[src/rtl/hsld_pkg.sv]
package hsld_pkg;
  typedef enum logic [1:0] {
    CORR_NONE = 2'd0,
    CORR_ADD  = 2'd1,
    CORR_SKIP = 2'd2
  } corr_e;
endpackage

[src/rtl/hsld_divider.sv]
module hsld_divider
  import hsld_pkg::*;
#(
  parameter int DIV_W = 5
) (
  input  logic             clk,
  input  logic             rst_n,
  input  corr_e            corr,
  input  logic             early,
  output logic [DIV_W-1:0] cnt,
  output logic             wrap,
  output logic             out_hi,
  output logic             out_lo,
  output logic             div_dbg
);
  localparam int MSB = DIV_W - 1;

  logic [DIV_W-1:0] cnt_q, cnt_d_q, cnt_nx;
  logic [DIV_W:0]   sum;
  logic [1:0]       step;
  logic             hi_nx;
  logic             hi_q, lo_q, dbg_q;

  // Next-state: step of 1, or 2 / 0 for a single correction clock
  always_comb begin
    case (corr)
      CORR_ADD:  step = 2'd2;
      CORR_SKIP: step = 2'd0;
      default:   step = 2'd1;
    endcase
    sum    = {1'b0, cnt_q} + (DIV_W + 1)'(step);
    cnt_nx = sum[DIV_W-1:0];
    hi_nx  = early ? cnt_d_q[MSB] : cnt_q[MSB];
  end

  always_ff @(posedge clk or negedge rst_n) begin
    if (!rst_n) begin
      cnt_q   <= '0;
      cnt_d_q <= '0;
      hi_q    <= 1'b0;
      lo_q    <= 1'b0;
      dbg_q   <= 1'b0;
    end else begin
      cnt_q   <= cnt_nx;
      cnt_d_q <= cnt_q;
      hi_q    <= hi_nx;
      lo_q    <= cnt_q[MSB];
      dbg_q   <= cnt_q[MSB];
    end
  end

  assign cnt     = cnt_q;
  assign wrap    = sum[DIV_W];
  assign out_hi  = hi_q;
  assign out_lo  = lo_q;
  assign div_dbg = dbg_q;
endmodule

[src/rtl/hsld_detector.sv]
module hsld_detector #(
  parameter int DIV_W    = 5,
  parameter int LINE_CYC = 667
) (
  input  logic              clk,
  input  logic              rst_n,
  input  logic              sync_rise,
  input  logic              sync_fall,
  input  logic [DIV_W-1:0]  cnt,
  input  logic              wrap,
  output logic              line_edge,
  output logic              early,
  output logic signed [1:0] vote
);
  localparam int LC_W = $clog2(LINE_CYC + 2);
  localparam logic [LC_W-1:0] LC_EXP = LC_W'(LINE_CYC);
  localparam logic [LC_W-1:0] LC_SAT = LC_W'(LINE_CYC + 1);

  logic            prev_q, early_q, early_nx, edge_w;
  logic [LC_W-1:0] lc_q, lc_nx;

  always_comb begin
    edge_w   = prev_q & ~sync_rise;
    early_nx = edge_w ? ~sync_fall : early_q;
    if (edge_w)
      lc_nx = {{(LC_W-1){1'b0}}, wrap};
    else if (wrap && (lc_q < LC_SAT))
      lc_nx = lc_q + 1'b1;
    else
      lc_nx = lc_q;

    // Frequency first, phase when the wrap count is right
    if (lc_q < LC_EXP)       vote = 2'sb01;
    else if (lc_q > LC_EXP)  vote = 2'sb11;
    else if (cnt == '0)      vote = 2'sb00;
    else if (cnt[DIV_W-1])   vote = 2'sb01;
    else                     vote = 2'sb11;
  end

  always_ff @(posedge clk or negedge rst_n) begin
    if (!rst_n) begin
      prev_q  <= 1'b0;
      early_q <= 1'b0;
      lc_q    <= '0;
    end else begin
      prev_q  <= sync_rise;
      early_q <= early_nx;
      lc_q    <= lc_nx;
    end
  end

  assign line_edge = edge_w;
  assign early     = early_q;
endmodule

[src/rtl/hsld_loop.sv]
module hsld_loop
  import hsld_pkg::*;
#(
  parameter int DIV_W     = 5,
  parameter int LINE_CYC  = 667,
  parameter int WIN_LINES = 16,
  parameter int THRESH    = 4,
  parameter int LOCK_WINS = 8
) (
  input  logic              clk,
  input  logic              rst_n,
  input  logic              line_edge,
  input  logic signed [1:0] vote,
  output corr_e             corr,
  output logic              locked,
  output logic              timeout
);
  localparam int LIMIT = 2 * LINE_CYC * (2 ** DIV_W);
  localparam int ID_W  = $clog2(LIMIT + 1);
  localparam int WL_W  = $clog2(WIN_LINES + 1);
  localparam int LK_W  = $clog2(LOCK_WINS + 1);
  localparam int ACC_W = $clog2(THRESH + 1) + 2;
  localparam logic signed [ACC_W-1:0] TH_P = ACC_W'(THRESH);
  localparam logic signed [ACC_W-1:0] TH_N = -TH_P;

  corr_e                   corr_q, corr_nx;
  logic signed [ACC_W-1:0] acc_q, acc_nx, acc_new, vote_ext;
  logic [WL_W-1:0]         wl_q, wl_nx;
  logic [LK_W-1:0]         lk_q, lk_nx;
  logic [ID_W-1:0]         idle_q, idle_nx;
  logic                    lock_q, lock_nx, tmo;

  always_comb begin
    vote_ext = {{(ACC_W-2){vote[1]}}, vote};
    acc_new  = acc_q + vote_ext;
    corr_nx  = CORR_NONE;
    acc_nx   = acc_q;
    wl_nx    = wl_q;
    lk_nx    = lk_q;
    idle_nx  = idle_q;
    lock_nx  = lock_q;
    tmo      = 1'b0;
    if (line_edge) begin
      idle_nx = '0;
      if (acc_new >= TH_P || acc_new <= TH_N) begin
        corr_nx = (acc_new >= TH_P) ? CORR_ADD : CORR_SKIP;
        acc_nx  = '0;
        wl_nx   = '0;
        lk_nx   = '0;
        lock_nx = 1'b0;
      end else if (wl_q == WL_W'(WIN_LINES - 1)) begin
        acc_nx = '0;
        wl_nx  = '0;
        lk_nx  = (lk_q == LK_W'(LOCK_WINS)) ? lk_q : lk_q + 1'b1;
        if (lk_nx == LK_W'(LOCK_WINS)) lock_nx = 1'b1;
      end else begin
        acc_nx = acc_new;
        wl_nx  = wl_q + 1'b1;
      end
    end else if (idle_q == ID_W'(LIMIT)) begin
      tmo     = 1'b1;
      lock_nx = 1'b0;
      lk_nx   = '0;
    end else begin
      idle_nx = idle_q + 1'b1;
    end
  end

  always_ff @(posedge clk or negedge rst_n) begin
    if (!rst_n) begin
      corr_q <= CORR_NONE;
      acc_q  <= '0;
      wl_q   <= '0;
      lk_q   <= '0;
      idle_q <= '0;
      lock_q <= 1'b0;
    end else begin
      corr_q <= corr_nx;
      acc_q  <= acc_nx;
      wl_q   <= wl_nx;
      lk_q   <= lk_nx;
      idle_q <= idle_nx;
      lock_q <= lock_nx;
    end
  end

  assign corr    = corr_q;
  assign locked  = lock_q;
  assign timeout = tmo;
endmodule

[src/rtl/hsync_lock_divider.sv]
module hsync_lock_divider
  import hsld_pkg::*;
#(
  parameter int DIV_W     = 5,
  parameter int LINE_CYC  = 667,
  parameter int WIN_LINES = 16,
  parameter int THRESH    = 4,
  parameter int LOCK_WINS = 8
) (
  input  logic clk,
  input  logic rst_n,
  input  logic sync_rise,
  input  logic sync_fall,
  output logic out_hi,
  output logic out_lo,
  output logic div_dbg,
  output logic locked
);
  logic [DIV_W-1:0]  cnt;
  logic              wrap, line_edge, early, timeout;
  logic signed [1:0] vote;
  corr_e             corr;

  hsld_divider #(.DIV_W(DIV_W)) u_div (
    .clk(clk), .rst_n(rst_n), .corr(corr), .early(early),
    .cnt(cnt), .wrap(wrap),
    .out_hi(out_hi), .out_lo(out_lo), .div_dbg(div_dbg)
  );

  hsld_detector #(.DIV_W(DIV_W), .LINE_CYC(LINE_CYC)) u_det (
    .clk(clk), .rst_n(rst_n), .sync_rise(sync_rise), .sync_fall(sync_fall),
    .cnt(cnt), .wrap(wrap),
    .line_edge(line_edge), .early(early), .vote(vote)
  );

  hsld_loop #(
    .DIV_W(DIV_W), .LINE_CYC(LINE_CYC), .WIN_LINES(WIN_LINES),
    .THRESH(THRESH), .LOCK_WINS(LOCK_WINS)
  ) u_loop (
    .clk(clk), .rst_n(rst_n), .line_edge(line_edge), .vote(vote),
    .corr(corr), .locked(locked), .timeout(timeout)
  );
endmodule

[config.mk]
export PLATFORM = sky130hd
export DESIGN_NAME = hsync_lock_divider
export DESIGN_NICKNAME = d
export VERILOG_FILES = /design/src/rtl/hsld_pkg.sv /design/src/rtl/hsld_divider.sv /design/src/rtl/hsld_detector.sv /design/src/rtl/hsld_loop.sv /design/src/rtl/hsync_lock_divider.sv
export SDC_FILE = /design/constraint.sdc
export NUM_CORES = 1
export LEC_CHECK = 0
export CAP_MARGIN = 20
export CORE_UTILIZATION = 40
export DETAILED_ROUTE_END_ITERATION = 8
export PLACE_DENSITY = 0.59
export SKIP_CTS_REPAIR_TIMING = 1
export SLEW_MARGIN = 0
export SYNTH_ARGS = -nofsm -noshare
export SYNTH_HDL_FRONTEND = slang
export SYNTH_HIERARCHICAL = 1
export SYNTH_SLANG_ARGS = --single-unit
[constraint.sdc]
create_clock -name clk -period 3.4 [get_ports clk]
set_input_delay 0.68 -clock clk [delete_from_list [all_inputs] [get_ports clk]]
set_output_delay 0.68 -clock clk [all_outputs]
set_load 0.1 [all_outputs]
* Word level (Yosys, flattened, before mapping)
Cells that the tools add are included.
Storage, ports and cells: register bits after elaboration 57, bits in latches 0, bits in writable memories 0, bits in read-only memories 0, input bits 4, output and inout port bits 4, logic and storage cells 70, memories kept 0
Operators by class: add/subtract/negate cells 6, $mul 0, divide/modulo/power cells 0, magnitude comparators 5, eq/ne operators 9, shift-type cells 0, mux-type cells 27, bitwise operators 3, reduce and logical (&&, ||, !) cells 7
Operators by type and width (count):
- two-way mux 16 bit | 2
- < comparator 10 bit (second input constant) | 2
- two-way mux 10 bit | 2
- two-way mux 4 bit | 5
- two-way mux 5 bit | 4
- adder 16 x 1 -> 16 bit (second input constant) | 1
- equality test 16 bit (second input constant) | 1
- two-way mux 2 bit | 7
- adder 10 x 1 -> 10 bit (second input constant) | 1
- > comparator 10 bit (second input constant) | 1
- equality test 4 bit (second input constant) | 2
- adder 5 x 2 -> 6 bit | 1
- two-way mux 1 bit | 6
- inequality test 3 x 1 -> 1 bit (second input constant) | 2
- adder 5 x 1 -> 5 bit (second input constant) | 1
- adder 5 x 2 -> 5 bit | 1
- equality test 5 x 4 -> 1 bit (second input constant) | 1
- greater-or-equal comparator 5 x 4 -> 1 bit (second input constant) | 1
- less-or-equal comparator 5 x 3 -> 1 bit (second input constant) | 1
- zero test 5 bit | 1
- adder 4 x 1 -> 4 bit (second input constant) | 1
- case mux 2 bit (2 select lines) | 1
- nonzero test 2 bit | 2
- AND reduction 3 bit | 1
- other kinds (8) | 9

* Longest topological paths before layout
Gate-level depths: netlist (run 1).
depth in word-level cells 9, gate-level depth with buffers 15, depth with buffers taken out 14

* By module
Netlist (run 1), hierarchy kept.
By module, submodules not included:
- hsld_loop | instances 1, cells an instance 204, area each 1898.1 um2, seq. area each 825.8 um2
- hsld_detector | instances 1, cells an instance 70, area each 684.4 um2, seq. area each 300.3 um2
- hsld_divider | instances 1, cells an instance 28, area each 336.6 um2, seq. area each 175.2 um2

* Least setup slack after synthesis (run 1)
No wires, ideal clock.
path kind register to register, start point register u_det.lc_q[0], end point register u_loop.wl_q[3], library setup time 0.125 ns, data arrival time 3.166 ns, required time 3.275 ns, setup slack 0.109 ns, cell stages (with the launch flop) 15, buffers on the path 1, period minus slack after synthesis 3.291 ns, cells stage by stage dfrtp_1 > ha_1 > inv_1 > nor4b_1 > nand4bb_1 > o21ai_0 > inv_1 > fa_1 > nand2b_1 > a21oi_1 > xnor2_1 > mux2_4 > buf_6 > a31oi_1 > o21ai_1
On the way: word-level cells in the longest chain between the ends 7, elaborated cells on any way between the ends 9, classes of those cells add/sub: 1; order compare: 4; mux: 3; reduce/logical: 1
RTL lines:
- from (decl) | RTL line hsld_detector.sv:20 | logic [LC_W-1:0] lc_q, lc_nx;
- from (signal assigned) | RTL line hsld_detector.sv:48 | lc_q <= lc_nx;
- > comparator 10 bit | RTL line hsld_detector.sv:34 | else if (lc_q > LC_EXP) vote = 2'sb11;
- two-way mux 2 bit | RTL line hsld_detector.sv:34
- two-way mux 2 bit (*) | RTL line hsld_detector.sv:33 | if (lc_q < LC_EXP) vote = 2'sb01;
- via vote[1] | RTL line hsync_lock_divider.sv:21 | logic signed [1:0] vote;
- adder 5 x 2 -> 5 bit (*) | RTL line hsld_loop.sv:35 | acc_new = acc_q + vote_ext;
- greater-or-equal comparator 5 x 4 -> 1 bit / less-or-equal comparator 5 x 3 -> 1 bit (equally long branches) | RTL line hsld_loop.sv:45 | if (acc_new >= TH_P || acc_new <= TH_N) begin
- logical OR 1 bit (*) | RTL line hsld_loop.sv:45
- two-way mux 5 bit (*) | RTL line hsld_loop.sv:45
- to (signal assigned) | RTL line hsld_loop.sv:80 | wl_q <= wl_nx;
- to (decl) | RTL line hsld_loop.sv:28 | logic [WL_W-1:0] wl_q, wl_nx;
The timed path passes the listed nets; every way through them passes the cells marked *. A chain may end at the register's enable or synchronous reset.

* Worst setup path in the final report (run 1)
start point register u_det.lc_q[0], end point register u_loop.lock_q, in the netlist u_loop/locked
On the way: word-level cells in the longest chain between the ends 8, elaborated cells on any way between the ends 13, classes of those cells add/sub: 1; order compare: 4; eq/ne: 2; mux: 4; reduce/logical: 2
RTL lines:
- > comparator 10 bit | RTL line hsld_detector.sv:34
- two-way mux 2 bit | RTL line hsld_detector.sv:34
- two-way mux 2 bit (*) | RTL line hsld_detector.sv:33
- via vote[1] | RTL line hsync_lock_divider.sv:21
- adder 5 x 2 -> 5 bit (*) | RTL line hsld_loop.sv:35
- greater-or-equal comparator 5 x 4 -> 1 bit / less-or-equal comparator 5 x 3 -> 1 bit (equally long branches) | RTL line hsld_loop.sv:45
- logical OR 1 bit (*) | RTL line hsld_loop.sv:45
- inequality test 3 x 1 -> 1 bit (no line) / two-way mux 1 bit (equally long branches)
- AND reduction 3 bit (no line) / two-way mux 1 bit (equally long branches)
- to (signal assigned) | RTL line hsld_loop.sv:83 | lock_q <= lock_nx;
- to (decl) | RTL line hsld_loop.sv:31 | logic lock_q, lock_nx, tmo;
Marks and branches as above.

==> impl_metrics.yaml, run 1 <==
routing:
  wl_met3_um: 115
  via_count: 2103
  wl_mm: 5.09
  met2_length_mm: 2.36
  first_iter_violations: 90
  ant_nets: 0
  drt-met1-wl_mm: 2.56
  topRoutingLayerUsed: "met4"
  viasPerCell: 5.21
  wire_per_inst_um: 12.6
  post-route-drc-count: 0
  dr.pass1.iters: 4
finish:
  seqCellArea_um2: 1300
  final_nets: 327
  nFillCells: 699
  multi_input_area_um2: 1440
  syn_to_final_growth_pct: 8.68
  drive_gt1_frac: 0.0747
  n_antenna_cell: 0
synth:
  syn_nets: 318
  synth_cells: 299
  ys_warn_count: 6
  avgSynthCellArea_um2: 9.69
  synth_area_um2: 2900
sta:
  fmax_mhz: 318
  rsz0062_at_grt: "no"
  setup_viol: 0
  slew_violations: 0
  period_share: 0.924
  setup_tns_ps: 0
  slew_headroom: 0.359
  period_minus_slack_ps: 3140
  final_hold_viol_count: 0
  skew_ps: 5.58
  worst_pin_slew_ps: 959
setup_path:
  crit_fanout: 14
  slowest_delay_ps: 440
  worstSetupStartpointType: "register"
  end_kind: "register"
  cp_cell_sequence: "ha_1 > inv_1 > nor4b_1 > nand4bb_1 > o21ai_1 > inv_1 > fa_1 > nand2b_1 > a21oi_1 > xnor2_1 > mux2_4 > a41oi_1 > a21oi_1"
  critPathSlowestCell: "fa_1"
  cp.arrival_ps: 3330
  worstPathRequired_ps: 3580
  r2r_slack_ps: 260
  rr_worst_depth: 13
  path_class: "register to register"
pwr:
  power_density_nw_per_um2: 558
  power_frac_comb: 0.317
  cellInternalPower_mw: 1.11
  swShare: 0.369
  pwr-share-seq: 0.468
  power_mw: 1.76
  clockPowerShare: 0.215
  p_sw_uw: 648
  p_leak_nw: 1.33
  ir_drop_mv: 0.184
min_path:
  hp-class: "input port to asynchronous set/reset pin"
placed_design:
  dp_hpwl_mm: 3.56
  io_buffers: 7
  gp_congestion: 0.829
global_routing:
  grt-ovfl-total: 0
  grt_max_degree: 36
  grt_util_all_layers: 0.153
  grt_pass1_wl_mm: 9.14
  antenna_found_initial: 0
  grt_pass1_vias: 1969
floorplan:
  die_x_um: 87.1
  die_area_um2: 7590
  coreArea_um2: 6910
  rows: 30
  die_y_um: 87.1
  io_pins: 8
  start_util: 0.419
cts:
  cts_sinks: 52
  clockBufferDepth: 2
  cts_tree: "yes"
  cts_made_buffers: 5
  cts.htree.levels: 2
  clkTransAtPathRegs_ps: 90
  root_buffer: "clkbuf_8"
  worstSkewPairLatency_ps: 300
outcome:
  outcome: "complete, no violations"
flow_run:
  cap_violations: 0
[per-layer routing]
metal	vias to the layer above	global-route usage
met4	0	0.0492
met5	-	0
met3	5	0.0294
met1	1026	0.212
li1	1051	-
met2	21	0.242
[worst paths after layout]
kind,startpoint,end
max,u_det/lc_q[0],u_loop/locked
min,rst_n,u_det/early
max reg2reg,u_det/lc_q[0],u_loop/locked
min reg2reg,u_div/cnt[4],u_div/cnt_d_q[4]
max in group asynchronous,rst_n,u_loop/idle_q[8]
min in group clk,u_div/cnt[4],u_div/cnt_d_q[4]
[power by group through the flow]
stage	Sequential, mW	Combinational, mW	Clock [mW]
after floorplan	0.901	0.386	0
after global placement	0.834	0.555	0
after detailed placement	0.838	0.560	0
after CTS	0.825	0.564	0.396
after global routing	0.842	0.620	0.419
final	0.822	0.557	0.378
[sequential cells by signal, indices dropped and copies added (netlist names)]
name	flops
u_loop/locked	1
u_det/early	1
u_loop/wl_q	5
u_div/cnt	5
u_div/out_hi	1
u_det/lc_q	10
u_loop/corr	2
u_loop/lk_q	4
u_loop/acc_q	5
u_det/prev_q	1
u_loop/idle_q	16
u_div/cnt_d_q	1
[cell type report]
class	instances	area share
tap	96	0.0382
multi-input combinational	213	0.457
timing repair buffer	12	0.0326
clock buffer	7	0.0306
inverter	24	0.0286
sequential	52	0.413
[critical path, delay by kind of cell (launching register included)]
family                     cells  cell delay [ps]
buffers and inverters          2              160
and+or+nand+nor                3              530
adders and majority gates      2              640
muxes                          1              420
AOI/OAI and AO/OA              4              650
xor gates and xnor gates       1              230
DFF                            1              390
[cells in the final DEF, fill, tap and decap left out, drive strengths merged, types with 4 or more instances in the layout]
cell / n
nand2: 20
nor2: 32
dfrtp: 52
inv: 24
ha: 13
nand3: 18
a21boi: 5
nand4: 8
buf: 6
nor3: 6
a31oi: 4
or3: 5
xnor2: 11
a21oi: 13
o21ai: 16
clkdlybuf4s50: 6
nand2b: 7
nor4b: 4
clkbuf: 7
xor2: 11
[through the flow]
stage / worst slack (ps) / cells / util / instance area (um^2) / hold slack [ps]
3_3_place_gp: 268 / 397 / 0.442 / 3050 / 467
2_1_floorplan: 109 / 299 / - / 2900 / 384
6_report: 259 / 404 / 0.456 / 3150 / 303
3_5_place_dp: 207 / 397 / 0.442 / 3050 / 476
4_1_cts: 203 / 404 / 0.456 / 3150 / 305
5_1_grt: 8.43 / 404 / 0.456 / 3150 / 315
No activity file was read; power rests on OpenSTA's default activity.
==> inputs of run 2 (changes only) <==
--- a/config.mk
+++ b/config.mk
@@ -7,8 +7,8 @@
 export LEC_CHECK = 0
 export CAP_MARGIN = 20
 export CORE_UTILIZATION = 40
+export CTS_CLUSTER_DIAMETER = 100
 export DETAILED_ROUTE_END_ITERATION = 8
-export PLACE_DENSITY = 0.59
 export SKIP_CTS_REPAIR_TIMING = 1
 export SLEW_MARGIN = 0
 export SYNTH_ARGS = -nofsm -noshare
==> impl_metrics.yaml, run 2 (synthesis gave the netlist of run 1 again) <==
outcome:
  outcome: "complete, no violations"
routing:
  wl_mm: 5.28
  dr.pass1.iters: 5
  viasPerCell: 5.24
  ant_nets: 0
  via_count: 2124
  wire_per_inst_um: 13.0
  first_iter_violations: 90
  post-route-drc-count: 0
sta:
  worst_pin_slew_ps: 966
  period_share: 0.921
  slew_headroom: 0.354
  fmax_mhz: 319
  setup_tns_ps: 0
  skew_ps: 3.92
  rsz0062_at_grt: "no"
  final_hold_viol_count: 0
  setup_viol: 0
  period_minus_slack_ps: 3130
  slew_violations: 0
  whs_ps: 416
finish:
  largest_reg_flops: 16
  drive_gt1_frac: 0.0841
  fin_cells: 405
  final_nets: 328
  n_antenna_cell: 0
  nFillCells: 681
  final_cell_mix: "52 x dfrtp_1, 32 x nor2_1, 23 x inv_1"
  largest_register: "u_loop/idle_q"
  final_common_cell: "dfrtp_1"
  reg_top3: "u_loop/idle_q x16, u_det/lc_q x10"
  syn_to_final_growth_pct: 9.07
  fin_area_um2: 3160
  seqCellArea_um2: 1300
  multi_input_area_um2: 1470
cts:
  cts_tree: "yes"
  worstSkewPairLatency_ps: 300
  cts_made_buffers: 5
  clockBufferDepth: 2
  cts.htree.levels: 2
  clkTransAtPathRegs_ps: 90
  cts_sinks: 52
  root_buffer: "clkbuf_8"
min_path:
  hp-class: "input port to asynchronous set/reset pin"
floorplan:
  die_area_um2: 7590
  die_x_um: 87.1
  io_pins: 8
  rows: 30
  coreArea_um2: 6910
  start_util: 0.419
  die_y_um: 87.1
global_routing:
  antenna_found_initial: 0
  grt_max_degree: 31
  grt_pass1_vias: 2062
  grt_util_all_layers: 0.158
  grt-ovfl-total: 0
  grt_pass1_wl_mm: 9.39
flow_run:
  cap_violations: 0
setup_path:
  rr_worst_depth: 13
  rr_startpoint: "u_det/lc_q[0]"
  cp_common_cell: "inv_1"
  critPathSlowestCell: "fa_1"
  worstSetupStartpointType: "register"
  slowest_delay_ps: 440
  worstPathRequired_ps: 3580
  cp_cell_sequence: "ha_1 > inv_1 > nor4b_1 > nand4bb_1 > o21ai_2 > inv_1 > fa_1 > nand2b_1 > a21oi_2 > xnor2_2 > mux2_4 > a41oi_1 > a21oi_1"
  worst_r2r_endpoint: "u_loop/locked"
  crit_fanout: 7
  cp_top_family: "adder cells"
  cp.arrival_ps: 3310
  end_kind: "register"
  crit_buf_inv: 2
  r2r_slack_ps: 270
  path_class: "register to register"
pwr:
  power_density_nw_per_um2: 548
  p_sw_uw: 658
  swShare: 0.380
  pwr-share-seq: 0.475
  cellInternalPower_mw: 1.07
  ir_drop_mv: 0.214
  power_frac_comb: 0.328
  clockPowerShare: 0.197
  p_leak_nw: 1.34
placed_design:
  placed_area_um2: 3050
  io_buffers: 7
  gp_congestion: 0.854
  dp.cells: 397
  dp_hpwl_mm: 3.63
run 2: cell count changes in the layout (fill, tap and decap cells not counted), sizes merged:
| cell | before | now |
|---|---|---|
| clkbuf | 7 | 6 |
| clkinv | 0 | 1 |
| mux2 | 2 | 3 |
run 2: worst max path at each step:
stage | start | endpoint | cells after the start
after floorplan | u_det/lc_q[0] | u_loop/wl_q[3] | 14
after global placement | u_det/lc_q[0] | u_loop/locked | 13
after detailed placement | u_det/lc_q[0] | u_loop/locked | 13
after CTS | u_det/lc_q[0] | u_loop/locked | 13
after global routing | u_det/lc_q[0] | u_loop/wl_q[0] | 12
final | u_det/lc_q[0] | u_loop/locked | 13
run 2: final cells by class:
| cell class | instances | area share |
|---|---|---|
| inverter | 24 | 0.0285 |
| sequential | 52 | 0.412 |
| tap | 96 | 0.0380 |
| timing repair buffer | 12 | 0.0325 |
| clock inverter | 1 | 0.00158 |
| multi-input combinational | 214 | 0.465 |
| clock buffer | 6 | 0.0230 |
run 2: power groups by stage:
stage	Combinational (mW)	Sequential [mW]	Clock, mW
floorplan	0.386	0.901	0
global placement	0.553	0.834	0
detailed placement	0.564	0.838	0
CTS	0.567	0.825	0.363
global route	0.642	0.843	0.379
finish	0.568	0.823	0.340
run 2: metal layers:
layer,track usage,wire length [um]
met4,0.0551,63
met3,0.0294,122
met2,0.256,2470
met5,0,0
met1,0.212,2620
run 2: through the flow:
step | setup slack [ps] | utilization | power [mW]
6_report | 270 | 0.457 | 1.73
3_3_place_gp | 255 | 0.442 | 1.39
5_1_grt | 8.23 | 0.457 | 1.86
3_5_place_dp | 182 | 0.442 | 1.40
2_1_floorplan | 109 | - | 1.29
4_1_cts | 155 | 0.453 | 1.76
==> inputs of run 3 (changes only) <==
--- a/config.mk
+++ b/config.mk
@@ -5,7 +5,9 @@
 export SDC_FILE = /design/constraint.sdc
 export NUM_CORES = 1
 export LEC_CHECK = 0
+export ABC_AREA = 1
 export CAP_MARGIN = 20
+export CORE_MARGIN = 8
 export CORE_UTILIZATION = 40
 export CTS_CLUSTER_DIAMETER = 100
 export DETAILED_ROUTE_END_ITERATION = 8
==> constraint.sdc (replaced) <==
create_clock -name clk -period 3.4 [get_ports clk]
set_input_delay 0.34 -clock clk [delete_from_list [all_inputs] [get_ports clk]]
set_output_delay 0.34 -clock clk [all_outputs]
set_load 0.1 [all_outputs]
==> impl_metrics.yaml, run 3 <==
sta:
  fmax_mhz: 357
  setup_tns_ps: 0
  slew_headroom: 0.350
  worst_pin_slew_ps: 972
  final_hold_viol_count: 0
  period_share: 0.824
  period_minus_slack_ps: 2800
  setup_viol: 0
  layout_setup_ws_ps: 600
  rsz0062_at_grt: "no"
  slew_violations: 0
  skew_ps: 8.43
pwr:
  p_leak_nw: 1.67
  ir_drop_mv: 0.241
  power_density_nw_per_um2: 583
synth:
  yosysSeqAreaShare: 0.409
  synthMuxAreaShare: 0.00315
  ys_types: 38
  synth_compound_area_frac: 0.0622
  synth_seq_cells: 52
  synth_area_um2: 3180
  yosys.area_share.simple: 0.347
  synth_common_cells: "107 x nand2_1, 52 x dfrtp_1, 52 x inv_1, 39 x nor2_1, 34 x nand3_1"
  synthAdderAreaFrac: 0.0637
  synth_top_cell_by_area: "dfrtp_1"
  synth_cells: 410
  yosysMostFrequentCell: "nand2_1"
  ys_warn_count: 6
  synth_edf_count: 0
  ys_top_cells_by_area: "dfrtp_1 41%, nand2_1 13%, inv_1 6.1%, nand3_1 5.4%, ha_1 5.1%"
  synth_ff_type: "dfrtp_1"
  avgSynthCellArea_um2: 7.76
  syn_nets: 429
  synth_top_family_by_area: "simple AND/OR/NAND/NOR gates"
  synth_xor_area_frac: 0.0275
  synth.top_cell.area_share: 0.409
  synth-async-reset-ratio: 1.00
setup_path:
  cp.arrival_ps: 3000
  cp_cell_sequence: "ha_1 > inv_1 > nor4_1 > nand4_1 > nand2_1 > inv_1 > fa_1 > inv_1 > nand3_1 > nand2_1 > nand2_1 > nand2_2 > inv_2 > nand2_4 > nand3_4 > nand2_2 > inv_2 > nand2_1 > nand2_1"
  worstSetupStartpointType: "register"
  worstPathRequired_ps: 3600
  cp_common_cell: "nand2_1"
  crit_fanout: 5
  critPathSlowestCell: "fa_1"
  crit_buf_inv: 5
  path_class: "register to register"
  end_kind: "register"
  slowest_delay_ps: 440
  cp_top_family: "simple AND/OR/NAND/NOR gates"
global_routing:
  met1_usage: 0.151
  grt_max_degree: 36
  grt_pass1_vias: 2500
  grt_util_met3: 0.0319
  met2_usage: 0.195
  grt_pass1_wl_mm: 11.2
  grt-ovfl-total: 0
  antenna_found_initial: 0
  busiest_layer: "met2"
  grt_util_all_layers: 0.119
finish:
  final_nets: 439
  final_cell_mix: "107 x nand2_1, 52 x inv_1, 52 x dfrtp_1"
  largest_reg_flops: 16
  reg_top3: "u_loop/idle_q x16, u_det/lc_q x10"
  final_common_cell: "nand2_1"
  fin_cells: 523
  n_antenna_cell: 0
  syn_to_final_growth_pct: 7.75
  largest_register: "u_loop/idle_q"
  drive_gt1_frac: 0.112
placed_design:
  gp_congestion: 0.876
  dp_hpwl_mm: 4.55
  dp.cells: 515
  pre_cts_slack_ps: 581
  io_buffers: 7
floorplan:
  die_y_um: 105
  die_x_um: 105
  start_util: 0.412
  die_area_um2: 11100
  rows: 32
  coreArea_um2: 7730
  io_pins: 8
routing:
  first_iter_violations: 111
  via_count: 2525
  viasPerCell: 4.83
  dr.pass1.iters: 4
  wl_mm: 6.17
  ant_nets: 0
  wire_per_inst_um: 11.8
  post-route-drc-count: 0
cts:
  cts_sinks: 52
  clockBufferDepth: 2
  cts_made_buffers: 5
  worstSkewPairLatency_ps: 300
  root_buffer: "clkbuf_8"
  cts.htree.levels: 2
  cts_tree: "yes"
  clkTransAtPathRegs_ps: 90
flow_run:
  cap_violations: 0
outcome:
  outcome: "complete, no violations"
min_path:
  hp-class: "input port to asynchronous set/reset pin"
## run 3: path summary, 6_finish.rpt
kind                            depth (start not counted)                to          start  slack (ps)
min in group clk                                        0  u_div/cnt_d_q[4]   u_div/cnt[4]         490
worst max register to register                         19     u_loop/locked  u_det/lc_q[0]         600
worst max-delay path                                   19     u_loop/locked  u_det/lc_q[0]         600
max in group asynchronous                               2     u_det/lc_q[2]          rst_n        2530
worst min register to register                          0  u_div/cnt_d_q[4]   u_div/cnt[4]         490
worst min-delay path                                    1  u_loop/idle_q[8]          rst_n         130
## run 3: area by class of cell
cell class | instances | area, um^2
inverters | 58 | 218
clock buffers | 8 | 90.1
fillers | 793 | 4300
repair buffers | 10 | 87.6
multi-input cells | 293 | 1600
well taps | 102 | 128
flip-flops and latches | 52 | 1300
## run 3: cells by family after synthesis
group / Yosys count
compound gates: 36
flops: 52
xor+xnor: 10
fa+ha+maj: 15
buf+inv: 65
mux: 1
simple gates: 231
## run 3: layer usage
layer	wire length, um	share of wire	vias up
met4	48	0.0078	0
met2	2940	0.48	21
met5	0	0	-
met3	145	0.023	4
met1	3040	0.49	1177
li1	-	-	1323
## run 3: power by group
| part | internal (mW) | switching (mW) |
|---|---|---|
| sequential | 0.753 | 0.142 |
| clock | 0.167 | 0.195 |
| combinational | 0.262 | 0.480 |
| total | 1.18 | 0.817 |
## run 3: metrics by stage
stage / hold WS [ps] / area (um^2) / power [mW] / util
after floorplan: 44.4 / 3180 / 1.50 / -
after detailed placement: 473 / 3340 / 1.65 / 0.432
after global routing: 180 / 3430 / 2.18 / 0.443
after CTS: 141 / 3430 / 2.03 / 0.443
final: 128 / 3430 / 2.00 / 0.443
after global placement: 469 / 3340 / 1.63 / 0.432
